===== config.mk =====
export PLATFORM = sky130hd
export DESIGN_NAME = dec_cs_tree
export DESIGN_NICKNAME = d
export VERILOG_FILES = /design/src/rtl/dec_tree_pkg.sv /design/src/rtl/dec_csa_row.sv /design/src/rtl/dec_carry_counter.sv /design/src/rtl/dec_csa_level.sv /design/src/rtl/dec_cs_tree.sv
export SDC_FILE = /design/constraint.sdc
export NUM_CORES = 1
export LEC_CHECK = 0
export BUFFER_PORTS_ARGS = -buffer_cell sky130_fd_sc_hd__buf_2
export CAP_MARGIN = 10
export CORE_AREA = 5 5 187 189
export CTS_CLUSTER_SIZE = 14
export DETAILED_ROUTE_END_ITERATION = 8
export DIE_AREA = 0 0 192 194
export GPL_TIMING_DRIVEN = 1
export PLACE_DENSITY = 0.62
export SLEW_MARGIN = 20
export SYNTH_ARGS = -nofsm -noshare
export SYNTH_HDL_FRONTEND = slang
export SYNTH_HIERARCHICAL = 1
export SYNTH_SLANG_ARGS = --single-unit

===== constraint.sdc =====
create_clock -name clk -period 1 [get_ports clk]
set_input_delay 0.05 -clock clk [delete_from_list [all_inputs] [get_ports clk]]
set_output_delay 0.05 -clock clk [all_outputs]
set_load 0.02 [all_outputs]

===== src/rtl/dec_tree_pkg.sv =====
package dec_tree_pkg;

   typedef logic [3:0] bcd_t;

   // Binary total of two digits and a carry bit, at most 19.
   function automatic logic [4:0] raw_total3(input bcd_t a, input bcd_t b, input logic d);
      return {1'b0, a} + {1'b0, b} + {4'b0000, d};
   endfunction

   // Digit that stays in place after the decimal adjustment.
   function automatic bcd_t digit_of3(input bcd_t a, input bcd_t b, input logic d);
      logic [4:0] t;
      logic [4:0] adj;
      t   = raw_total3(a, b, d);
      adj = t - 5'd10;
      return (t >= 5'd10) ? adj[3:0] : t[3:0];
   endfunction

   // Carry into the next higher digit.
   function automatic logic carry_of3(input bcd_t a, input bcd_t b, input logic d);
      return raw_total3(a, b, d) >= 5'd10;
   endfunction

endpackage


===== src/rtl/dec_csa_row.sv =====
module dec_csa_row
   import dec_tree_pkg::*;
#(
   parameter int W = 8
) (
   input  logic [W*4-1:0] a_i,
   input  logic [W*4-1:0] b_i,
   input  logic [W-1:0]   d_i,
   output logic [W*4-1:0] s_o,
   output logic [W-1:0]   c_o
);

   if (W < 2) begin : g_bad_w
      $error("dec_csa_row: W must be at least 2");
   end

   assign c_o[0] = 1'b0;

   for (genvar i = 0; i < W; i++) begin : g_dig
      assign s_o[i*4 +: 4] = digit_of3(a_i[i*4 +: 4], b_i[i*4 +: 4], d_i[i]);
      if (i < W - 1) begin : g_cy
         assign c_o[i+1] = carry_of3(a_i[i*4 +: 4], b_i[i*4 +: 4], d_i[i]);
      end
   end

endmodule


===== src/rtl/dec_carry_counter.sv =====
module dec_carry_counter #(
   parameter int W = 8,
   parameter int K = 2
) (
   input  logic [K*W-1:0] bits_i,
   output logic [W*4-1:0] z_o
);

   if (K < 1 || K > 9) begin : g_bad_k
      $error("dec_carry_counter: K must lie in 1..9");
   end

   for (genvar j = 0; j < W; j++) begin : g_dig
      logic [3:0] cnt;
      always_comb begin
         cnt = 4'd0;
         for (int k = 0; k < K; k++) begin
            cnt = cnt + {3'b000, bits_i[k*W + j]};
         end
      end
      assign z_o[j*4 +: 4] = cnt;
   end

endmodule


===== src/rtl/dec_csa_level.sv =====
module dec_csa_level #(
   parameter int W = 8,
   parameter int P = 2
) (
   input  logic [2*P*W*4-1:0] s_i,
   input  logic [2*P*W-1:0]   c_i,
   output logic [P*W*4-1:0]   s_o,
   output logic [P*W-1:0]     c_o,
   output logic [P*W-1:0]     sp_o
);

   localparam int DW = W * 4;

   if (P < 1) begin : g_bad_p
      $error("dec_csa_level: P must be at least 1");
   end

   for (genvar p = 0; p < P; p++) begin : g_pair
      dec_csa_row #(.W(W)) u_row (
         .a_i (s_i[(2*p)*DW   +: DW]),
         .b_i (s_i[(2*p+1)*DW +: DW]),
         .d_i (c_i[(2*p)*W    +: W]),
         .s_o (s_o[p*DW +: DW]),
         .c_o (c_o[p*W  +: W])
      );
      assign sp_o[p*W +: W] = c_i[(2*p+1)*W +: W];
   end

endmodule


===== src/rtl/dec_cs_tree.sv =====
module dec_cs_tree #(
   parameter int N = 4
) (
   input  logic                 clk,
   input  logic                 rst_n,
   input  logic [N*2*N*4-1:0]   pp_sum_i,
   input  logic [N*2*N-1:0]     pp_car_i,
   output logic [2*N*4-1:0]     acc_sum_o,
   output logic [2*N-1:0]       acc_car_o
);

   localparam int W     = 2 * N;
   localparam int DW    = W * 4;
   localparam int LOG   = $clog2(N);
   localparam int K_LO  = N / 2;
   localparam int K_HI  = N / 2 - 1;

   if ((N & (N - 1)) != 0 || N < 4 || N > 16) begin : g_bad_n
      $error("dec_cs_tree: N must be a power of two in 4..16");
   end

   logic [K_LO*W-1:0] spare_lo;
   logic [K_HI*W-1:0] spare_hi;

   for (genvar l = 0; l <= LOG; l++) begin : g_lvl
      localparam int CNT = N >> l;
      logic [CNT*DW-1:0] s;
      logic [CNT*W-1:0]  c;
      if (l == 0) begin : g_in
         assign s = pp_sum_i;
         assign c = pp_car_i;
      end else begin : g_red
         logic [CNT*W-1:0] sp;
         dec_csa_level #(.W(W), .P(CNT)) u_lvl (
            .s_i  (g_lvl[l-1].s),
            .c_i  (g_lvl[l-1].c),
            .s_o  (s),
            .c_o  (c),
            .sp_o (sp)
         );
         if (l == 1) begin : g_lo
            assign spare_lo = sp;
         end else begin : g_hi
            localparam int OFF = N / 2 - (N >> (l - 1));
            assign spare_hi[OFF*W +: CNT*W] = sp;
         end
      end
   end

   logic [DW-1:0] cnt_lo;
   logic [DW-1:0] cnt_hi;

   dec_carry_counter #(.W(W), .K(K_LO)) u_cnt_lo (
      .bits_i (spare_lo),
      .z_o    (cnt_lo)
   );

   dec_carry_counter #(.W(W), .K(K_HI)) u_cnt_hi (
      .bits_i (spare_hi),
      .z_o    (cnt_hi)
   );

   logic [DW-1:0] mid_s;
   logic [W-1:0]  mid_c;
   logic [DW-1:0] fin_s;
   logic [W-1:0]  fin_c;

   dec_csa_row #(.W(W)) u_fin_lo (
      .a_i (g_lvl[LOG].s),
      .b_i (cnt_lo),
      .d_i (g_lvl[LOG].c),
      .s_o (mid_s),
      .c_o (mid_c)
   );

   dec_csa_row #(.W(W)) u_fin_hi (
      .a_i (mid_s),
      .b_i (cnt_hi),
      .d_i (mid_c),
      .s_o (fin_s),
      .c_o (fin_c)
   );

   always_ff @(posedge clk or negedge rst_n) begin
      if (!rst_n) begin
         acc_sum_o <= '0;
         acc_car_o <= '0;
      end else begin
         acc_sum_o <= fin_s;
         acc_car_o <= fin_c;
      end
   end

endmodule


* Yosys cells after proc, flatten, opt, wreduce, memory -nomap -nowiden
Index checks and enable logic that the tools add are counted.
** Operators by class
- $add $sub $neg :: 124
- Order comparisons :: 40
- Mux-type cells :: 40
** Operators by type and width (count)
- 5-bit by 4-bit >= comparator with 1-bit output, second input constant :: 39
- 5-bit by 1-bit adder with 5-bit output :: 37
- 4-bit 2-to-1 mux :: 40
- 4-bit subtractor, second input constant :: 40
- 4-bit by 4-bit adder with 5-bit output :: 24
- 4-bit by 2-bit adder with 5-bit output :: 8
- 4-bit by 1-bit adder with 5-bit output :: 7
- 1-bit by 1-bit adder with 2-bit output :: 8
- 4-bit >= comparator, second input constant :: 1
** Storage, ports and cells
- Register bits :: 39
- Output and inout port bits :: 40

* Longest topological paths before layout
- Depth after elaboration :: 16
- Mapped depth :: 37
- Mapped depth without buffers :: 37

* Cells and area by module
The synthesis kept the hierarchy.
** Modules (own cells, without submodules)
- dec_csa_row (u_fin_hi ...) :: times used 2, cells an instance 283, area an instance 2224.6 µm², sequential area each 0.0 µm²
- dec_csa_row (g_lvl[2].g_red.u_lvl.g_pair[0].u_row) :: times used 1, cells an instance 324, area an instance 2444.8 µm², sequential area each 0.0 µm²
- dec_csa_row (g_lvl[1].g_red.u_lvl.g_pair[0].u_row) :: times used 1, cells an instance 307, area an instance 2347.3 µm², sequential area each 0.0 µm²
- dec_csa_row (g_lvl[1].g_red.u_lvl.g_pair[1].u_row) :: times used 1, cells an instance 284, area an instance 2168.3 µm², sequential area each 0.0 µm²
- dec_cs_tree :: times used 1, cells an instance 40, area an instance 1001.0 µm², sequential area each 1001.0 µm²
- dec_carry_counter (u_cnt_hi) :: times used 1, cells an instance 33, area an instance 244.0 µm², sequential area each 0.0 µm²
- dec_carry_counter (u_cnt_lo) :: times used 1, cells an instance 25, area an instance 224.0 µm², sequential area each 0.0 µm²
- dec_csa_level (g_lvl[1].g_red.u_lvl) :: times used 1, cells an instance 16, area an instance 120.1 µm², sequential area each 0.0 µm²
- dec_csa_level (g_lvl[2].g_red.u_lvl) :: times used 1, cells an instance 8, area an instance 60.1 µm², sequential area each 0.0 µm²

* Least setup slack after synthesis
No wires, ideal clock.
- Kind :: input to register
- Start point :: in pp_sum_i[20]
- End point :: reg acc_sum_o[21]
- Library setup time :: 0.123 ns
- Arrival time :: 7.696 ns
- Setup slack :: -6.820 ns
- Stages on the path :: 37
- Buffers on the path :: 2
- Cells stage by stage :: inv_1 fa_1 fa_1 xor2_1 ha_1 inv_1 a311oi_2 a21oi_2 o221ai_2 xnor2_1 inv_1 fa_1 xor2_1 ha_1 inv_1 a311oi_2 a21oi_2 o221ai_2 xnor2_1 inv_1 fa_1 xor2_1 ha_1 clkbuf_1 a31oi_1 a211oi_1 a21oi_2 xnor2_1 inv_1 fa_1 xor2_1 ha_1 clkbuf_1 a31oi_1 a211oi_1 a21oi_2 xnor2_1
** On the way
- Longest elaborated chain between the ends :: 16
- Elaborated cells between the ends (all ways) :: 20
- Classes of those cells :: 12 x add/sub; 4 x order compare; 4 x mux
** RTL lines
- start, declared :: RTL line dec_cs_tree.sv:6 : input logic [N*2*N*4-1:0] pp_sum_i,
- 4-bit by 4-bit adder with 5-bit output (*) :: RTL line dec_tree_pkg.sv:7 : return {1'b0, a} + {1'b0, b} + {4'b0000, d};
- 5-bit by 1-bit adder with 5-bit output (*) :: RTL line dec_tree_pkg.sv:7
- 4-bit subtractor or 5-bit by 4-bit >= comparator with 1-bit output (tied branches) :: RTL line dec_tree_pkg.sv:15, dec_tree_pkg.sv:16
- 4-bit 2-to-1 mux (*) :: RTL line dec_tree_pkg.sv:16 : return (t >= 5'd10) ? adj[3:0] : t[3:0];
- net g_lvl[1].s[21] :: RTL line dec_cs_tree.sv:27 : logic [CNT*DW-1:0] s;
- 4-bit by 4-bit adder with 5-bit output (*) :: RTL line dec_tree_pkg.sv:7
- 5-bit by 1-bit adder with 5-bit output (*) :: RTL line dec_tree_pkg.sv:7
- 4-bit subtractor or 5-bit by 4-bit >= comparator with 1-bit output (tied branches) :: RTL line dec_tree_pkg.sv:15, dec_tree_pkg.sv:16
- [... 1 more ...]
- net g_lvl[2].s[21] :: RTL line dec_cs_tree.sv:27
- [... 3 more ...]
- net mid_c[6] :: RTL line dec_cs_tree.sv:64 : logic [W-1:0] mid_c;
- 4-bit 2-to-1 mux (*) :: RTL line dec_tree_pkg.sv:16
- net mid_s[21] :: RTL line dec_cs_tree.sv:63 : logic [DW-1:0] mid_s;
- 4-bit by 1-bit adder with 5-bit output (*)
- 5-bit by 1-bit adder with 5-bit output (*)
- 5-bit by 4-bit >= comparator with 1-bit output (*)
- net fin_c[6] :: RTL line dec_cs_tree.sv:66 : logic [W-1:0] fin_c;
- 4-bit 2-to-1 mux (*) :: RTL line dec_tree_pkg.sv:16
- net fin_s[21] :: RTL line dec_cs_tree.sv:65 : logic [DW-1:0] fin_s;
- end signal, assigned :: RTL line dec_cs_tree.sv:89 : acc_sum_o <= fin_s;
- end, declared :: RTL line dec_cs_tree.sv:8 : output logic [2*N*4-1:0] acc_sum_o,
The timed path passes the listed nets; every way through them passes the cells marked *.

* Worst setup path in the final report
- Start point :: in pp_sum_i[88]
- End point :: reg acc_sum_o[30]
** On the way
- Longest elaborated chain between the ends :: 14
- Elaborated cells between the ends (all ways) :: 22
- Classes of those cells :: 13 x add/sub; 5 x order compare; 4 x mux
** RTL lines
- 4-bit by 4-bit adder with 5-bit output (*) :: RTL line dec_tree_pkg.sv:7
- 5-bit by 1-bit adder with 5-bit output (*) :: RTL line dec_tree_pkg.sv:7
- 5-bit by 4-bit >= comparator with 1-bit output (*) :: RTL line dec_tree_pkg.sv:21 : return raw_total3(a, b, d) >= 5'd10;
- net g_lvl[1].c[15] :: RTL line dec_cs_tree.sv:28 : logic [CNT*W-1:0] c;
- 4-bit 2-to-1 mux (*) :: RTL line dec_tree_pkg.sv:16
- net g_lvl[1].s[57] :: RTL line dec_cs_tree.sv:27
- 4-bit by 4-bit adder with 5-bit output (*) :: RTL line dec_tree_pkg.sv:7
- 5-bit by 1-bit adder with 5-bit output (*) :: RTL line dec_tree_pkg.sv:7
- [... 1 more ...]
- net g_lvl[2].c[7] :: RTL line dec_cs_tree.sv:28
- [... 1 more ...]
- 4-bit subtractor or 5-bit by 4-bit >= comparator with 1-bit output (tied branches) :: RTL line dec_tree_pkg.sv:15, dec_tree_pkg.sv:16
- 4-bit 2-to-1 mux (*) :: RTL line dec_tree_pkg.sv:16
- net mid_s[29] :: RTL line dec_cs_tree.sv:63
- 4-bit by 1-bit adder with 5-bit output (*) :: RTL line dec_tree_pkg.sv:7
- 5-bit by 1-bit adder with 5-bit output (*) :: RTL line dec_tree_pkg.sv:7
- 4-bit subtractor or 5-bit by 4-bit >= comparator with 1-bit output (tied branches) :: RTL line dec_tree_pkg.sv:15, dec_tree_pkg.sv:16
- 4-bit 2-to-1 mux (*) :: RTL line dec_tree_pkg.sv:16
- net fin_s[30] :: RTL line dec_cs_tree.sv:65
Marked as above.

==> summary.txt <==
Outcome
  – Failing checks: setup timing
  – Status: finished, violations left

Die
  – Die Span Y: 194 um
  – Die Width: 192 um
  – Rows: 67
  – Core area: 33100 um2
  – Die outline area: 37200 um2
  – I/O pin count: 202
  – Starting Density: 0.394

Hold path
  – Hold Crit Class: input port to asynchronous set/reset pin

STA
  – Setup Viol. Count Final: 39
  – Final Hold Vio Count: 0
  – Min Clock Period, post-route: 6.82 ns
  – Period Utilization, post-route: 6.82
  – Final Max Slew Viols: 0
  – RSZ-0062 raised after global routing: yes
  – Top achievable clock speed: 0.147 GHz
  – Final worst slack: -5.82 ns

Placed design
  – Dpl hpwl: 27200 um
  – RD Place Congestion: 0.830
  – Placed insts: 2637
  – Buffers added on ports: 201

Synth
  – Seq/Total Area, Yosys: 0.0767
  – Synth area leaders: ha_1, fa_1, inv_1
  – Synthesized instance count: 1603
  – Avg Cell Area, Syn: 8.15 um2
  – Yosys reg bits: 40
  – Top cell type's share of synthesized area: 0.161
  – Post-Syn Area: 13100 um2
  – Post-synth EDFFs: 0
  – Synth area leader: ha_1
  – Asr flop ratio synth: 1.00
  – Ys Warns: 6
  – Unique cell type count in the Yosys netlist: 69
  – Prevailing post-synth register cell: dfrtp_1

Setup path
  – Critical Path AT: 6.98 ns
  – Startpoint types: input port
  – Crit path capture type: flop
  – CP Data Required Time: 1.16 ns
  – Setup CP Type: input port to flop
  – Critical path's slowest cell: fa_2
  – Slowest stage delay, CP: 0.64 ns
  – Crit path max fanout: 4

Clock network
  – H-tree depth: 2
  – CTS tree: built
  – Clock root cell: clkbuf_16
  – Clk sinks: 40
  – Num CTS Buffers: 5
  – Reg clk slew, reported paths: 0.06 ns
  – Clock buffer depth: 2

Final layout
  – Fillers: 2919
  – Multi-input combinational cell area: 11700 um2
  – P&R area growth vs syn: 51.2%
  – Share of layout cells above drive strength 1: 0.470
  – Non-Filler Instances: 2750
  – Nets: 2711
  – Antenna fix cells: 0
  – Register area: 1000 um2

Drt
  – DR WL/cell: 11.8 um
  – 1st-pass router iterations: 4
  – Final ANT Viol Nets: 0
  – Drt initial violations: 269
  – Routed WL: 32600 um
  – Remaining DRCs: 0
  – DR vias/cell: 4.71
  – Via count: 13000

Job
  – Max-cap violation count: 0

Global route
  – Total congestion overflow: 0
  – Antenna violations before repair: 0
  – Global Route Usage Sum: 0.167
  – Largest net degree at the start of global routing: 30
  – First-pass GRT wire length: 54700 um
  – Vias in the first global route: 13200
-- final cells by class --
class / count / share of cell area
Inverter: 294 / 0.0573
Timing Repair Buffer: 743 / 0.265
Multi-Input combinational cell: 1217 / 0.590
Clock inverter: 3 / 0.00234
Clock buffer: 5 / 0.00634
Sequential cell: 40 / 0.0507
Tap cell: 448 / 0.0284
-- synth_stat cells, types with 14 or more instances --
master    count
o21ai_0      58
nand3_1      14
nor2_1       80
nor3_1       17
a221o_1      24
a22oi_1      14
fa_1         80
xor2_1       67
ha_1        168
a21oi_2      17
o211ai_1     14
a21oi_1      66
nand3b_1     33
o21ai_1      16
nand2b_1     44
inv_1       294
o21ai_2      15
nand2_1      88
xnor2_1      43
mux2i_1      61
nor2b_1      85
and4b_1      17
dfrtp_1      40
buf_4        77
-- logic make-up (layout without fill, tap and decap cells) --
group / after synthesis / in the layout / share of synthesized area
other: 7 / 45 / 0.00201
adders and majority gates: 248 / 248 / 0.284
buffers and inverters: 384 / 1045 / 0.133
and+or+nand+nor: 408 / 408 / 0.173
DFF: 40 / 40 / 0.0767
muxes: 68 / 68 / 0.0537
xor gates and xnor gates: 112 / 112 / 0.0763
AOI/OAI and AO/OA: 336 / 336 / 0.201
-- metrics by stage --
step / worst slack (ns) / hold WS [ns] / setup TNS [ns] / area [um2] / utilization
after detailed placement: -6.23 / -0.0548 / -223.05 / 17900 / 0.540
final: -5.82 / 0.188 / -208.14 / 19700 / 0.596
after CTS: -5.72 / 0.166 / -204.21 / 19000 / 0.574
after global routing: -6.21 / 0.218 / -220.20 / 19700 / 0.596
after global placement: -5.92 / -0.0567 / -215.56 / 17900 / 0.540
after floorplan: -5.88 / -0.246 / -208.20 / 13700 / -
-- placed cells by master (no fill, tap or decap), drive strengths merged, types with 6 or more instances in the layout --
| master | synthesis | final |
|---|---|---|
| a311oi | 7 | 7 |
| a21oi | 93 | 93 |
| nand2 | 88 | 88 |
| nand3 | 14 | 14 |
| o21ai | 89 | 89 |
| nor3b | 6 | 6 |
| o31ai | 7 | 7 |
| buf | 84 | 742 |
| fa | 80 | 80 |
| xor2 | 69 | 69 |
| and4b | 17 | 17 |
| mux2i | 61 | 61 |
| a22oi | 14 | 14 |
| nor3 | 17 | 17 |
| o221ai | 7 | 7 |
| nand3b | 33 | 33 |
| a21o | 8 | 8 |
| a31oi | 15 | 15 |
| nor2 | 80 | 80 |
| mux2 | 6 | 6 |
| inv | 294 | 295 |
| o211ai | 21 | 21 |
| ha | 168 | 168 |
| a211oi | 8 | 8 |
| nand2b | 44 | 44 |
| a221o | 24 | 24 |
| nand4 | 7 | 7 |
| o21bai | 8 | 8 |
| conb | 7 | 45 |
| nor2b | 89 | 89 |
| xnor2 | 43 | 43 |
| dfrtp | 40 | 40 |
-- registers in the layout, indices dropped and copies added, names as in the netlist --
name	count
acc_sum_o	32
acc_car_o	8
-- timing repair --
item                                    in CTS  in global routing
endpoints found under the setup margin      39                 39
hold endpoints to repair                    40                  0
gates resized for setup                    106                 90
gates cloned                                 0                  0
pin swaps                                   79                 81
hold buffers                                 1                  0
buffers inserted                            63                 48
-- path summary, 6_finish.rpt --
| path | endpoint | startpoint | slack, ns | cells past startpoint |
|---|---|---|---|---|
| hold / removal | acc_car_o[0]$_DFF_PN0_ | rst_n | 0.19 | 2 |
| max in group asynchronous | acc_car_o[3]$_DFF_PN0_ | rst_n | 0.34 | 3 |
| setup / recovery | acc_sum_o[30]$_DFF_PN0_ | pp_sum_i[88] | -5.82 | 35 |
| min in group clk | acc_sum_o[16]$_DFF_PN0_ | pp_sum_i[111] | 0.72 | 8 |
-- critical path: cells and delay by family --
| kind | cells | cell delay, ns |
|---|---|---|
| multiplexers | 1 | 0.15 |
| buffers and inverters | 8 | 0.46 |
| AO/OA/AOI/OAI | 11 | 1.75 |
| adder cells (fa/ha/maj) | 9 | 3.37 |
| AND/OR/NAND/NOR | 2 | 0.40 |
| XOR/XNOR | 4 | 0.81 |
-- routing by layer --
| layer | GRT usage | routed length (um) |
|---|---|---|
| met1 | 0.194 | 13400 |
| met2 | 0.329 | 17900 |
| met3 | 0.0171 | 846 |
| met4 | 0.0246 | 471 |
| met5 | 0 | 0 |
Power is not shown: default switching activity piles up to over one toggle a cycle in this logic, so the estimate is an artifact.
